## config.mk

```make
export PLATFORM = sky130hd
export DESIGN_NAME = selftest_engine
export DESIGN_NICKNAME = d
export VERILOG_FILES = /design/src/rtl/selftest_pkg.sv /design/src/rtl/pat_lfsr.sv /design/src/rtl/cut_net.sv /design/src/rtl/sig_misr.sv /design/src/rtl/selftest_engine.sv
export SDC_FILE = /design/constraint.sdc
export NUM_CORES = 1
export LEC_CHECK = 0
export BUFFER_PORTS_ARGS = -buffer_cell sky130_fd_sc_hd__clkbuf_2
export CAP_MARGIN = 20
export CORE_ASPECT_RATIO = 0.9
export CORE_UTILIZATION = 55
export CTS_CLUSTER_SIZE = 24
export DETAILED_ROUTE_END_ITERATION = 8
export PLACE_DENSITY = 0.72
export SYNTH_ARGS = -nofsm -noshare
export SYNTH_HDL_FRONTEND = slang
export SYNTH_SLANG_ARGS = --single-unit
```

## constraint.sdc

```tcl
create_clock -name clk -period 2.2 [get_ports clk]
set_input_delay 0 -clock clk [delete_from_list [all_inputs] [get_ports clk]]
set_output_delay 0 -clock clk [all_outputs]
set_load 0.02 [all_outputs]
```

## src/rtl/selftest_pkg.sv

```systemverilog
package selftest_pkg;
  typedef enum logic [2:0] {
    ST_IDLE = 3'd0,
    ST_SEED = 3'd1,
    ST_RUN  = 3'd2,
    ST_CMP  = 3'd3,
    ST_DONE = 3'd4
  } seq_state_e;
endpackage

```

## src/rtl/pat_lfsr.sv

```systemverilog
module pat_lfsr #(
  parameter int           W    = 8,
  parameter logic [W-1:0] TAPS = 8'hB8,
  parameter logic [W-1:0] SEED = 8'hA5
) (
  input  logic         clk,
  input  logic         rst_n,
  input  logic         load,
  input  logic         step,
  output logic [W-1:0] pat
);
  function automatic logic [W-1:0] lfsr_adv(input logic [W-1:0] s);
    return {s[W-2:0], ^(s & TAPS)};
  endfunction

  always_ff @(posedge clk or negedge rst_n) begin
    if (!rst_n)    pat <= SEED;
    else if (load) pat <= SEED;
    else if (step) pat <= lfsr_adv(pat);
  end
endmodule

```

## src/rtl/cut_net.sv

```systemverilog
module cut_net #(
  parameter int W         = 8,
  parameter bit FAULT_EN  = 1'b0,
  parameter int FAULT_BIT = 0,
  parameter bit FAULT_VAL = 1'b0
) (
  input  logic [W-1:0] pat,
  output logic [W-1:0] resp
);
  localparam int H = W / 2;

  function automatic logic [W-1:0] cut_eval(input logic [W-1:0] p);
    logic [H-1:0] a;
    logic [H-1:0] b;
    logic [W-1:0] y;
    a = p[H-1:0];
    b = p[W-1:H];
    y[H:0]     = {1'b0, a} + {1'b0, b};
    y[W-1:H+1] = a[H-2:0] ^ b[H-1:1];
    return y;
  endfunction

  logic [W-1:0] clean;
  assign clean = cut_eval(pat);

  generate
    if (FAULT_EN) begin : g_fault
      always_comb begin
        resp            = clean;
        resp[FAULT_BIT] = FAULT_VAL;
      end
    end else begin : g_clean
      assign resp = clean;
    end
  endgenerate
endmodule

```

## src/rtl/sig_misr.sv

```systemverilog
module sig_misr #(
  parameter int           W    = 8,
  parameter logic [W-1:0] TAPS = 8'hB8
) (
  input  logic         clk,
  input  logic         rst_n,
  input  logic         clear,
  input  logic         shift,
  input  logic [W-1:0] resp,
  output logic [W-1:0] sig
);
  function automatic logic [W-1:0] misr_adv(input logic [W-1:0] m, input logic [W-1:0] y);
    return {m[W-2:0], ^(m & TAPS)} ^ y;
  endfunction

  always_ff @(posedge clk or negedge rst_n) begin
    if (!rst_n)     sig <= '0;
    else if (clear) sig <= '0;
    else if (shift) sig <= misr_adv(sig, resp);
  end
endmodule

```

## src/rtl/selftest_engine.sv

```systemverilog
module selftest_engine #(
  parameter int           W         = 8,
  parameter logic [W-1:0] TAPS      = 8'hB8,
  parameter logic [W-1:0] SEED      = 8'hA5,
  parameter int           NPAT      = 64,
  parameter logic [W-1:0] GOLDEN    = '0,
  parameter bit           FAULT_EN  = 1'b0,
  parameter int           FAULT_BIT = 0,
  parameter bit           FAULT_VAL = 1'b0
) (
  input  logic clk,
  input  logic rst_n,
  input  logic start,
  output logic busy,
  output logic done,
  output logic pass
);
  import selftest_pkg::*;

  localparam int CW = $clog2(NPAT + 1);
  localparam logic [CW-1:0] LAST = CW'(NPAT - 1);

  seq_state_e    state;
  logic [CW-1:0] cnt;
  logic          pass_q;
  logic [W-1:0]  pat;
  logic [W-1:0]  resp;
  logic [W-1:0]  sig;

  // Named internal events used by the checker
  logic seed_evt, run_evt, cmp_evt, last_evt;
  assign seed_evt = (state == ST_SEED);
  assign run_evt  = (state == ST_RUN);
  assign cmp_evt  = (state == ST_CMP);
  assign last_evt = run_evt && (cnt == LAST);

  always_ff @(posedge clk or negedge rst_n) begin
    if (!rst_n) begin
      state  <= ST_IDLE;
      cnt    <= '0;
      pass_q <= 1'b0;
    end else begin
      unique case (state)
        ST_IDLE: if (start) state <= ST_SEED;
        ST_SEED: begin
          cnt   <= '0;
          state <= ST_RUN;
        end
        ST_RUN: begin
          cnt <= cnt + 1'b1;
          if (last_evt) state <= ST_CMP;
        end
        ST_CMP: begin
          pass_q <= (sig == GOLDEN);
          state  <= ST_DONE;
        end
        ST_DONE: if (start) begin
          pass_q <= 1'b0;
          state  <= ST_SEED;
        end
        default: state <= ST_IDLE;
      endcase
    end
  end

  assign busy = seed_evt || run_evt || cmp_evt;
  assign done = (state == ST_DONE);
  assign pass = pass_q;

  pat_lfsr #(.W(W), .TAPS(TAPS), .SEED(SEED)) u_gen (
    .clk(clk), .rst_n(rst_n), .load(seed_evt), .step(run_evt), .pat(pat)
  );

  cut_net #(.W(W), .FAULT_EN(FAULT_EN), .FAULT_BIT(FAULT_BIT), .FAULT_VAL(FAULT_VAL)) u_cut (
    .pat(pat), .resp(resp)
  );

  sig_misr #(.W(W), .TAPS(TAPS)) u_cmp (
    .clk(clk), .rst_n(rst_n), .clear(seed_evt), .shift(run_evt), .resp(resp), .sig(sig)
  );
endmodule

```

* Word-level counts from Yosys, hierarchy flattened *
Index checks and enable logic that the tools add are counted.

word-level totals
  bits in registers = 27
  latch bits = 0
  RAM bits = 0
  memory bits (read-only) = 0
  input port bits = 3
  output and inout port bits = 3
  word-level logic and storage cells = 39
  memories kept = 0

cells by class
  add/subtract/negate cells = 2
  multiply operators = 0
  div/mod/pow operators = 0
  $lt $le $gt $ge = 0
  equal/unequal tests = 8
  shifts and indexed selects = 0
  multiplexer cells = 10
  bitwise logic cells = 2
  reductions and logical operators = 12

operators with widths
  operator               count
  $mux W8                4
  $reduce_xor A8 Y1      2
  $pmux W7 S2            1
  $pmux W3 S4            1
  $logic_not A8 Y1       1
  $xor A8 B8 Y8          1
  $add A7 B1 Y7 const B  1
  $eq A7 B6 Y1 const B   1
  $eq A3 B2 Y1 const B   2
  $mux W3                2
  $add A4 B4 Y5          1
  $ne A2 B1 Y1 const B   2
  $reduce_and A2 Y1      2
  $reduce_bool A2 Y1     2
  $eq A3 B1 Y1 const B   1
  $eq A3 B3 Y1 const B   1
  $logic_not A3 Y1       1
  $xor A3 B3 Y3          1
  $logic_or A1 B1 Y1     2
  $ne A2 B2 Y1 const B   1
  $pmux W1 S2            1
  $reduce_or A2 Y1       1
  $logic_and A1 B1 Y1    1
  $mux W1                1

* Longest topological paths before layout *
Gate-level depths: netlist (run 1).

  depth after elaboration = 4
  depth in mapped cells = 5
  mapped depth without buffers = 5

* Cells and area by module *
Synthesis (run 1) repeated with hierarchy kept, for this count alone.

second synthesis, totals
  cell total of the unflattened synthesis = 143
  area, all modules = 1498.9 µm²

modules (own cells, without submodules)
  module           times used  cells each  area an instance (µm²)
  selftest_engine  1           57          569.3
  sig_misr         1           38          419.2
  pat_lfsr         1           29          347.8
  cut_net          1           19          162.7

* Worst setup path before layout (run 1) *
Ideal clock, no wire load.

  path kind = register -> register
  start point = reg u_gen.pat[0]
  end point = reg u_cmp.sig[1]
  setup time = 0.121 ns
  arrival time = 1.460 ns
  required time = 2.079 ns
  setup slack = 0.619 ns
  stages on the path, launching flop included = 5
  path buffers = 0
  cells stage by stage = dfstp_2 > ha_1 > fa_1 > xor2_1 > a22o_1

on the way
  word-level cells in the longest chain between the ends = 4

ends and longest elaborated chain
  element                 line            text
  start, declared         pat_lfsr.sv:10  output logic [W-1:0] pat
  start signal, assigned  pat_lfsr.sv:19  else if (step) pat <= lfsr_adv(pat);
  $add A4 B4 Y5           cut_net.sv:18   y[H:0] = {1'b0, a} + {1'b0, b};
  $xor A8 B8 Y8           sig_misr.sv:13  return {m[W-2:0], ^(m & TAPS)} ^ y;
  $mux W8                 sig_misr.sv:19  else if (shift) sig <= misr_adv(sig, resp);
  $mux W8                 sig_misr.sv:18  else if (clear) sig <= '0;
  end signal, assigned    sig_misr.sv:19
  end, declared           sig_misr.sv:10  output logic [W-1:0] sig

No other way between the ends. The select of a mux whose other input is x is not followed.
A chain may end at the register's enable or synchronous reset.

* Final worst setup path (run 1) *
  start point = reg state[2]
  end point = reg cnt[5]

on the way
  word-level cells in the longest chain between the ends = 2
  elaborated cells between the ends (all ways) = 4

ends and longest elaborated chain
  element                                                   line                   text
  start, declared                                           selftest_engine.sv:23  seq_state_e state;
  start signal, assigned                                    selftest_engine.sv:39  state <= ST_IDLE;
  start signal, assigned                                    selftest_engine.sv:44  ST_IDLE: if (start) state <= ST_SEED;
  start signal, assigned                                    selftest_engine.sv:47  state <= ST_RUN;
  $eq A3 B2 Y1 / $eq A3 B1 Y1 (equally long branches)       selftest_engine.sv:43  unique case (state)
  $pmux W7 S2 / $reduce_bool A2 Y1 (equally long branches)  -
  end signal, assigned                                      selftest_engine.sv:50  cnt <= cnt + 1'b1;
  end, declared                                             selftest_engine.sv:24  logic [CW-1:0] cnt;

Parallel ways exist; a longest one is shown, timed or not.

==> flow_summary.ini, run 1 <==
[floorplanning]
die_h_um = 50.0
dieArea_mm2 = 0.00277
die_w_um = 55.3
initial_core_util_pct = 57.5
core_mm2 = 0.00245
pin_count = 6
rows = 17

[routing]
wl_met2_mm = 1.15
vias = 982
postRouteAntennaNets = 0
vias_per_cell = 6.02
wl_met3_um = 93
wl_met1_mm = 1.29
dr.pass1.iters = 4
drc_errors = 0
wl_per_cell_um = 15.6
dr.max_layer_used = met4
drt_iter0_drc = 34
drt-total-wl_mm = 2.55

[cts]
path_clk_slew_ps = 140
cts_root_buffer = clkbuf_4
numCtsBuffers = 3
hold_buffers = 2
cts_tree = done
numClockSinks = 27
cts_max_path_buffers = 2
cts_resized = 0
clk_latency_ps = 320
cts_max_level = 1
cts_setup_buffers = 0

[timing]
finalHoldViolCount = 0
period_share_pct = 80.5
period_needed_ps = 1770
setup_tns_ps = 0
rsz0062_at_grt = false
setup_viol = 0
fmax_ghz = 0.565
tightest_slew_ps = 654
finalClockSkew_ps = 4.07
slew_headroom_pct = 56.4
finalMaxSlewViolations = 0

[logic_synthesis]
ys.flop_type = dfrtp_1
netlist_area_mm2 = 0.00141
ys_top_cells_by_area = dfrtp_1 41%, dfstp_2 7.5%, a22o_1 5.6%, xnor2_1 5.6%, ha_1 5.3%
yosysTopAreaCell = dfrtp_1
synth_top_area_share_pct = 40.9
ys_async_sr_fraction_pct = 100
synth.avg_cell_area_um2 = 11.1
ys_ff_latch = 27
synth_cells = 127
syn-num-nets = 137
synth_edf_count = 0
synth_seq_area_share_pct = 48.4
yosysWarnings = 0
ys_types = 37

[cells_and_area]
drive_above_1_share_pct = 12.6
area_delta_synth_final_pct = 5.78
final-seq-area_um2 = 681
fillCellCount = 199
diodes = 0
final_nets = 146
multi_input_area_um2 = 676
mostFrequentLayoutCell = dfrtp_1
final_cell_mix = 23 x dfrtp_1, 11 x nand2_1, 9 x a22o_1, 9 x xnor2_1, 8 x nand3_1
postLayoutCoreUtil_pct = 60.9

[global_route]
grt_max_degree = 28
antenna_found_initial = 0
overflow = 0
grt_pass1_wl_mm = 4.42
grt_pass1_vias = 987
grt_usage_pct = 20.5

[placement]
dp_hpwl_mm = 1.79
io_buffer_count = 5
gp_congestion = 0.888

[job]
maxCapViolations = 0

[min_path]
hold_class = input pin to asynchronous set/reset pin

[setup_path]
path_delay_family = simple AND/OR/NAND/NOR gates
critPathBufInv = 0
cp.arrival_ps = 1970
worstSetupPathType = flip-flop to flip-flop
crit_path_top_delay_cell = or3b_2
start_kind = flip-flop
worstSetupEndpointType = flip-flop
critPathMaxStageDelay_ps = 640
cp_cell_sequence = or3b_2 > o311ai_0 > o31ai_1
cp_max_fo = 13
required_ps = 2400

[pwr]
irDropWorstVdd_v = 0.000917
p_leak_uw = 0.000680
powerDensity_mw_per_mm2 = 1590
total_power_uw = 2370

[status]
status = finished, final reports clean
flip-flops by register name (all words and copies together) (netlist names):
register / count
u_cmp.sig: 8
u_gen.pat: 8
cnt: 7
state: 3
pass: 1
where the power goes:
part	total [uW]	switching, uW	leakage, uW	internal [uW]
Clock	211	140	0.0000150	71.0
Sequential	967	248	0.000342	719
Combinational	1190	607	0.000323	588
path summary, 6_finish.rpt:
kind	startpoint	cells past startpoint	slack, ps	to
worst max-delay path	state[2]	3	430	cnt[5]
worst min-delay path	rst_n	2	210	u_cmp.sig[2]
worst max register to register	state[2]	3	430	cnt[5]
worst min register to register	cnt[6]	1	490	cnt[6]
max in group asynchronous	rst_n	2	1560	u_gen.pat[6]
min in group clk	start	3	430	pass
cell usage after synthesis (2+ instances only):
master    number
ha_1           6
mux2i_1        2
dfstp_2        4
dfrtp_1       23
nand2_1       11
xor2_1         7
buf_6          2
nand3_1        8
nor2_1         3
nand3b_1       2
buf_2          2
xnor2_1        9
a22o_1         9
o211ai_1       3
a211o_1        2
inv_1          4
nand4_1        4
o21ai_0        3
nand2b_1       2
a21oi_1        4
cell type report:
cell class / instances / share of cell area (%)
sequential: 27 / 45.7
multi-input combinational: 91 / 45.4
timing repair buffer: 8 / 3.53
tap: 28 / 2.35
clock buffer: 4 / 1.76
inverter: 5 / 1.26
through the flow:
stage | hold WS (ps) | setup WS (ps) | instance area [um2] | std cells
6_report | 213 | 430 | 1490 | 163
5_1_grt | 267 | 418 | 1490 | 163
4_1_cts | 228 | 446 | 1490 | 163
3_5_place_dp | 58.0 | 465 | 1440 | 157
3_3_place_gp | 52.2 | 547 | 1440 | 157
2_1_floorplan | -296 | 619 | 1410 | 127
kinds of logic after synthesis:
logic type / share of synthesized area (%)
buffers and inverters: 3.64
multiplexers: 1.42
AND/OR/NAND/NOR: 15.1
flip-flops: 48.4
XOR/XNOR: 9.96
AO/OA/AOI/OAI: 14.8
adder cells (fa/ha/maj): 6.76
routing by layer:
| layer | track usage [%] | vias up |
|---|---|---|
| met3 | 5.51 | 4 |
| met2 | 32.5 | 19 |
| met4 | 4.58 | 0 |
| li1 | - | 477 |
| met5 | 0 | - |
| met1 | 28.4 | 482 |
worst register-to-register path, stage by stage, from the launching register on:
cell	delay, ps
dfrtp_1	470
or3b_2	640
o311ai_0	410
o31ai_1	130
Note: power is estimated with default switching activity, not from simulation.
==> run 2: changes to the inputs <==
- clock period: 2.2 -> 1.77 ns (I/O delays scaled with it)
==> run 2 against run 1 <==
Count of clock-buffer cells in the layout did not move. Largest power group unchanged. Combinational power is 31% higher. Die area unchanged. Maximum frequency grew 6.9%. Clock skew rose by 5.5 ps. First-iteration DRC count shrank 35%. Critical path type unchanged. Wire length increased by 1.6%. Sequential share of layout area is 0.90 points lower. Via count is 1.1% higher. Critical path depth increased by 1. Highest routed layer unchanged.
==> flow_summary.ini, run 2 (synthesis results as in run 1) <==
[status]
status = finished, final reports clean

[setup_path]
r2r_slack_ps = 110
worstSetupPathType = flip-flop to flip-flop
required_ps = 2020
cp_max_fo = 11
reg2reg_from = state[1]
start_kind = flip-flop
crit_start = state[1]
worstSetupEndpointType = flip-flop
cp.arrival_ps = 1910
ff2ff_path_depth = 4

[floorplanning]
die_h_um = 50.0
die_w_um = 55.3
initial_core_util_pct = 57.5
pin_count = 6
dieArea_mm2 = 0.00277
core_mm2 = 0.00245
rows = 17

[routing]
drc_errors = 0
wl_per_cell_um = 15.5
vias = 993
dr.pass1.iters = 6
drt-total-wl_mm = 2.59
drt_iter0_drc = 22
vias_per_cell = 5.95
postRouteAntennaNets = 0

[cts]
cts_max_level = 1
numClockSinks = 27
cts_tree = done
path_clk_slew_ps = 140
cts_resized = 0
cts_max_path_buffers = 2
cts_root_buffer = clkbuf_4
numCtsBuffers = 3
clk_latency_ps = 320

[timing]
fin_ws_ps = 114
period_share_pct = 93.6
setup_viol = 0
tightest_slew_ps = 633
finalClockSkew_ps = 9.54
fmax_ghz = 0.604
finalMaxSlewViolations = 0
setup_tns_ps = 0
rsz0062_at_grt = false
finalHoldViolCount = 0
slew_headroom_pct = 57.8
period_needed_ps = 1660

[global_route]
busiest_layer = met2
antenna_found_initial = 0
use_met1_pct = 29.6
grt_pass1_vias = 1038
grt_pass1_wl_mm = 4.71
gr-usage-met2_pct = 34.7
gr-usage-met3_pct = 5.77
overflow = 0
grt_usage_pct = 21.9
grt_max_degree = 28

[placement]
io_buffer_count = 5
pre_cts_slack_ps = 118
dp_hpwl_mm = 1.86
gp_congestion = 0.826
place_area_mm2 = 0.00147
dp.cells = 161

[pwr]
p_int_uw = 1760
irDropWorstVdd_v = 0.00123
combPwrFrac_pct = 51.8
p_switching_uw = 1250
switching_share_pct = 41.5
seq_power_share_pct = 39.6
p_leak_uw = 0.000699
powerDensity_mw_per_mm2 = 1980
clock_power_share_pct = 8.6

[cells_and_area]
final_nets = 150
postLayoutCoreUtil_pct = 62.1
largest_registers = u_cmp.sig: 8 flops, u_gen.pat: 8 flops, cnt: 7 flops
layout.cells.non_filler = 167
mostFrequentLayoutCell = dfrtp_1
fin_area_mm2 = 0.00152
diodes = 0
final_cell_mix = 23 x dfrtp_1, 11 x nand2_1, 9 x a22o_1, 9 x xnor2_1, 8 x nand3_1
drive_above_1_share_pct = 15.1
area_delta_synth_final_pct = 7.91

[min_path]
hold_class = input pin to asynchronous set/reset pin

[job]
maxCapViolations = 0
==> run 2: per-layer routing <==
layer,part of all wire [%],routed length (um)
met2,45,1170
met5,0,0
met3,4.0,103
met1,50,1300
met4,0.66,17
==> run 2: area by class of cell <==
cell class	count	area [um2]
clock buffer	4	26.3
inverter	5	18.8
timing repair buffer	12	82.6
multi-input combinational	91	676
tap	28	35.0
sequential	27	681
fill	197	927
==> run 2: path summary, 6_finish.rpt <==
path | to
min in group clk | state[2]
setup reg to reg | u_gen.pat[0]
hold / removal | u_cmp.sig[3]
hold reg to reg | cnt[5]
max in group asynchronous | cnt[1]
setup / recovery | u_gen.pat[0]
==> run 2: metrics by stage <==
stage               total power, uW  hold WS, ps
floorplan                      2400         -296
global placement               2690         54.9
detailed placement             2740         60.8
CTS                            3030          233
global route                   3270          256
finish                         3010          205
==> run 2: power groups by stage <==
stage / Sequential (uW) / Clock [uW] / Combinational [uW]
floorplan: 1130 / 0 / 1270
global placement: 1180 / 0 / 1510
detailed placement: 1200 / 0 / 1540
CTS: 1190 / 274 / 1570
global route: 1230 / 295 / 1740
finish: 1190 / 260 / 1560
==> run 2: what timing repair did <==
item                      4_1_cts  5_1_grt
hold buffers                    2        0
setup buffers                   0        0
hold endpoints to repair       26        0
==> run 2: worst max-delay path, cell delays in order, from the launching register on <==
cell and delay (ps):
dfrtp_1 460, or3b_2 590, and2_4 240, inv_2 120
a2bb2oi_1 180
==> run 3: changes to the inputs <==
- clock period: 1.77 -> 1.95 ns (I/O delays scaled with it)
==> run 3 against run 2 <==
Wire length decreased by 3.2%. Maximum frequency decreased by 4.1%. Global-route usage decreased by 0.37 points. Critical endpoint is now cnt[5]. Design area decreased by 1.4%. Sequential cell count unchanged. Setup slack improved by 110 ps. Non-clock buffer count decreased by 3. Die area unchanged. Total power decreased by 11%. Worst hold slack improved by 1.6 ps. Clock power decreased by 7%. Final cell count decreased by 1.8%. Largest power group unchanged. Highest routed layer unchanged.
==> flow_summary.ini, run 3 (synthesis results as in run 1) <==
[timing]
fmax_ghz = 0.579
period_share_pct = 88.5
setup_viol = 0
setup_tns_ps = 0
slew_headroom_pct = 56.7
finalMaxSlewViolations = 0
finalHoldViolCount = 0
fin_ws_ps = 224
rsz0062_at_grt = false
finalClockSkew_ps = 15.7
period_needed_ps = 1730
tightest_slew_ps = 650

[routing]
postRouteAntennaNets = 0
drt-total-wl_mm = 2.51
vias = 976
wl_per_cell_um = 15.3
drt_iter0_drc = 20
drc_errors = 0
dr.pass1.iters = 4
vias_per_cell = 5.95

[placement]
gp_congestion = 0.896
pre_cts_slack_ps = 268
dp.cells = 158
dp_hpwl_mm = 1.77
io_buffer_count = 5

[cells_and_area]
diodes = 0
layout.cells.non_filler = 164
area_delta_synth_final_pct = 6.40
drive_above_1_share_pct = 14.0
largest_registers = u_cmp.sig: 8 flops, u_gen.pat: 8 flops, cnt: 7 flops
final_cell_mix = 23 x dfrtp_1, 11 x nand2_1, 9 x a22o_1, 9 x xnor2_1, 8 x nand3_1
final_nets = 147
mostFrequentLayoutCell = dfrtp_1

[min_path]
hold_class = input pin to asynchronous set/reset pin

[global_route]
grt_pass1_wl_mm = 4.55
grt_max_degree = 28
grt_pass1_vias = 989
overflow = 0
antenna_found_initial = 0
grt_usage_pct = 21.6

[floorplanning]
die_h_um = 50.0
pin_count = 6
die_w_um = 55.3
rows = 17
dieArea_mm2 = 0.00277
core_mm2 = 0.00245
initial_core_util_pct = 57.5

[cts]
cts_max_path_buffers = 2
cts_max_level = 1
clk_latency_ps = 330
cts_root_buffer = clkbuf_4
numClockSinks = 27
cts_resized = 0
numCtsBuffers = 3
path_clk_slew_ps = 150
cts_tree = done

[setup_path]
crit_path_top_delay_cell = or3b_2
required_ps = 2150
start_kind = flip-flop
worstSetupEndpointType = flip-flop
cp_max_fo = 13
worstSetupPathType = flip-flop to flip-flop
cp_cell_sequence = or3b_2 > o311ai_0 > o31ai_1
cp.arrival_ps = 1930
critPathMaxStageDelay_ps = 640

[job]
maxCapViolations = 0

[pwr]
irDropWorstVdd_v = 0.00104
p_leak_uw = 0.000687
powerDensity_mw_per_mm2 = 1800

[status]
status = finished, final reports clean
[run 3: changes by cell type in the layout (fill, tap and decap cells not counted)]
| cell | delta |
|---|---|
| buf_4 | -3 |
| clkinv_2 | +1 |
| clkbuf_1 | -1 |
[run 3: repair_timing]
item	CTS	global route
hold buffers	2	0
hold endpoints to repair	26	0
buffers inserted	0	0
[run 3: final timing paths]
kind / startpoint / end / slack [ps] / cells past startpoint
max: state[2] / cnt[5] / 220 / 3
max in group asynchronous: rst_n / cnt[5] / 1310 / 2
min reg2reg: cnt[5] / cnt[5] / 490 / 1
max reg2reg: state[2] / cnt[5] / 220 / 3
min in group clk: start / pass / 400 / 3
min: rst_n / u_cmp.sig[0] / 210 / 2
[run 3: report_power, final]
group | internal, uW | switching [uW]
combinational | 674 | 693
clock | 77.0 | 166
sequential | 811 | 270
[run 3: cell type report]
type | count | area, um2
Clock buffer | 3 | 22.5
Timing Repair Buffer | 9 | 60.1
Clock inverter | 1 | 5.00
Sequential cell | 27 | 681
Inverter | 5 | 18.8
Tap cell | 28 | 35.0
Fill cell | 202 | 948
Multi-Input combinational cell | 91 | 676
[run 3: stage by stage]
stage          utilization [%]  area, um2  total power (uW)  hold WS, ps
6_report                  61.2       1500              2690          207
5_1_grt                   61.2       1500              2920          268
4_1_cts                   61.2       1500              2700          216
3_5_place_dp              59.3       1450              2450         58.9
3_3_place_gp              59.3       1450              2420         51.6
2_1_floorplan                -       1410              2180         -296
[run 3: critical path: cells and delay by family (launching register included)]
| family | cells | cell delay (ps) |
|---|---|---|
| DFF | 1 | 470 |
| and+or+nand+nor | 1 | 640 |
| AOI/OAI and AO/OA | 2 | 490 |
[run 3: routing by layer]
| layer | track usage (%) | share of wire (%) | up-vias |
|---|---|---|---|
| met3 | 6.30 | 4.1 | 2 |
| met5 | 0 | 0 | - |
| met4 | 9.58 | 0.68 | 0 |
| met1 | 29.4 | 51 | 473 |
| met2 | 31.9 | 44 | 20 |
| li1 | - | - | 481 |
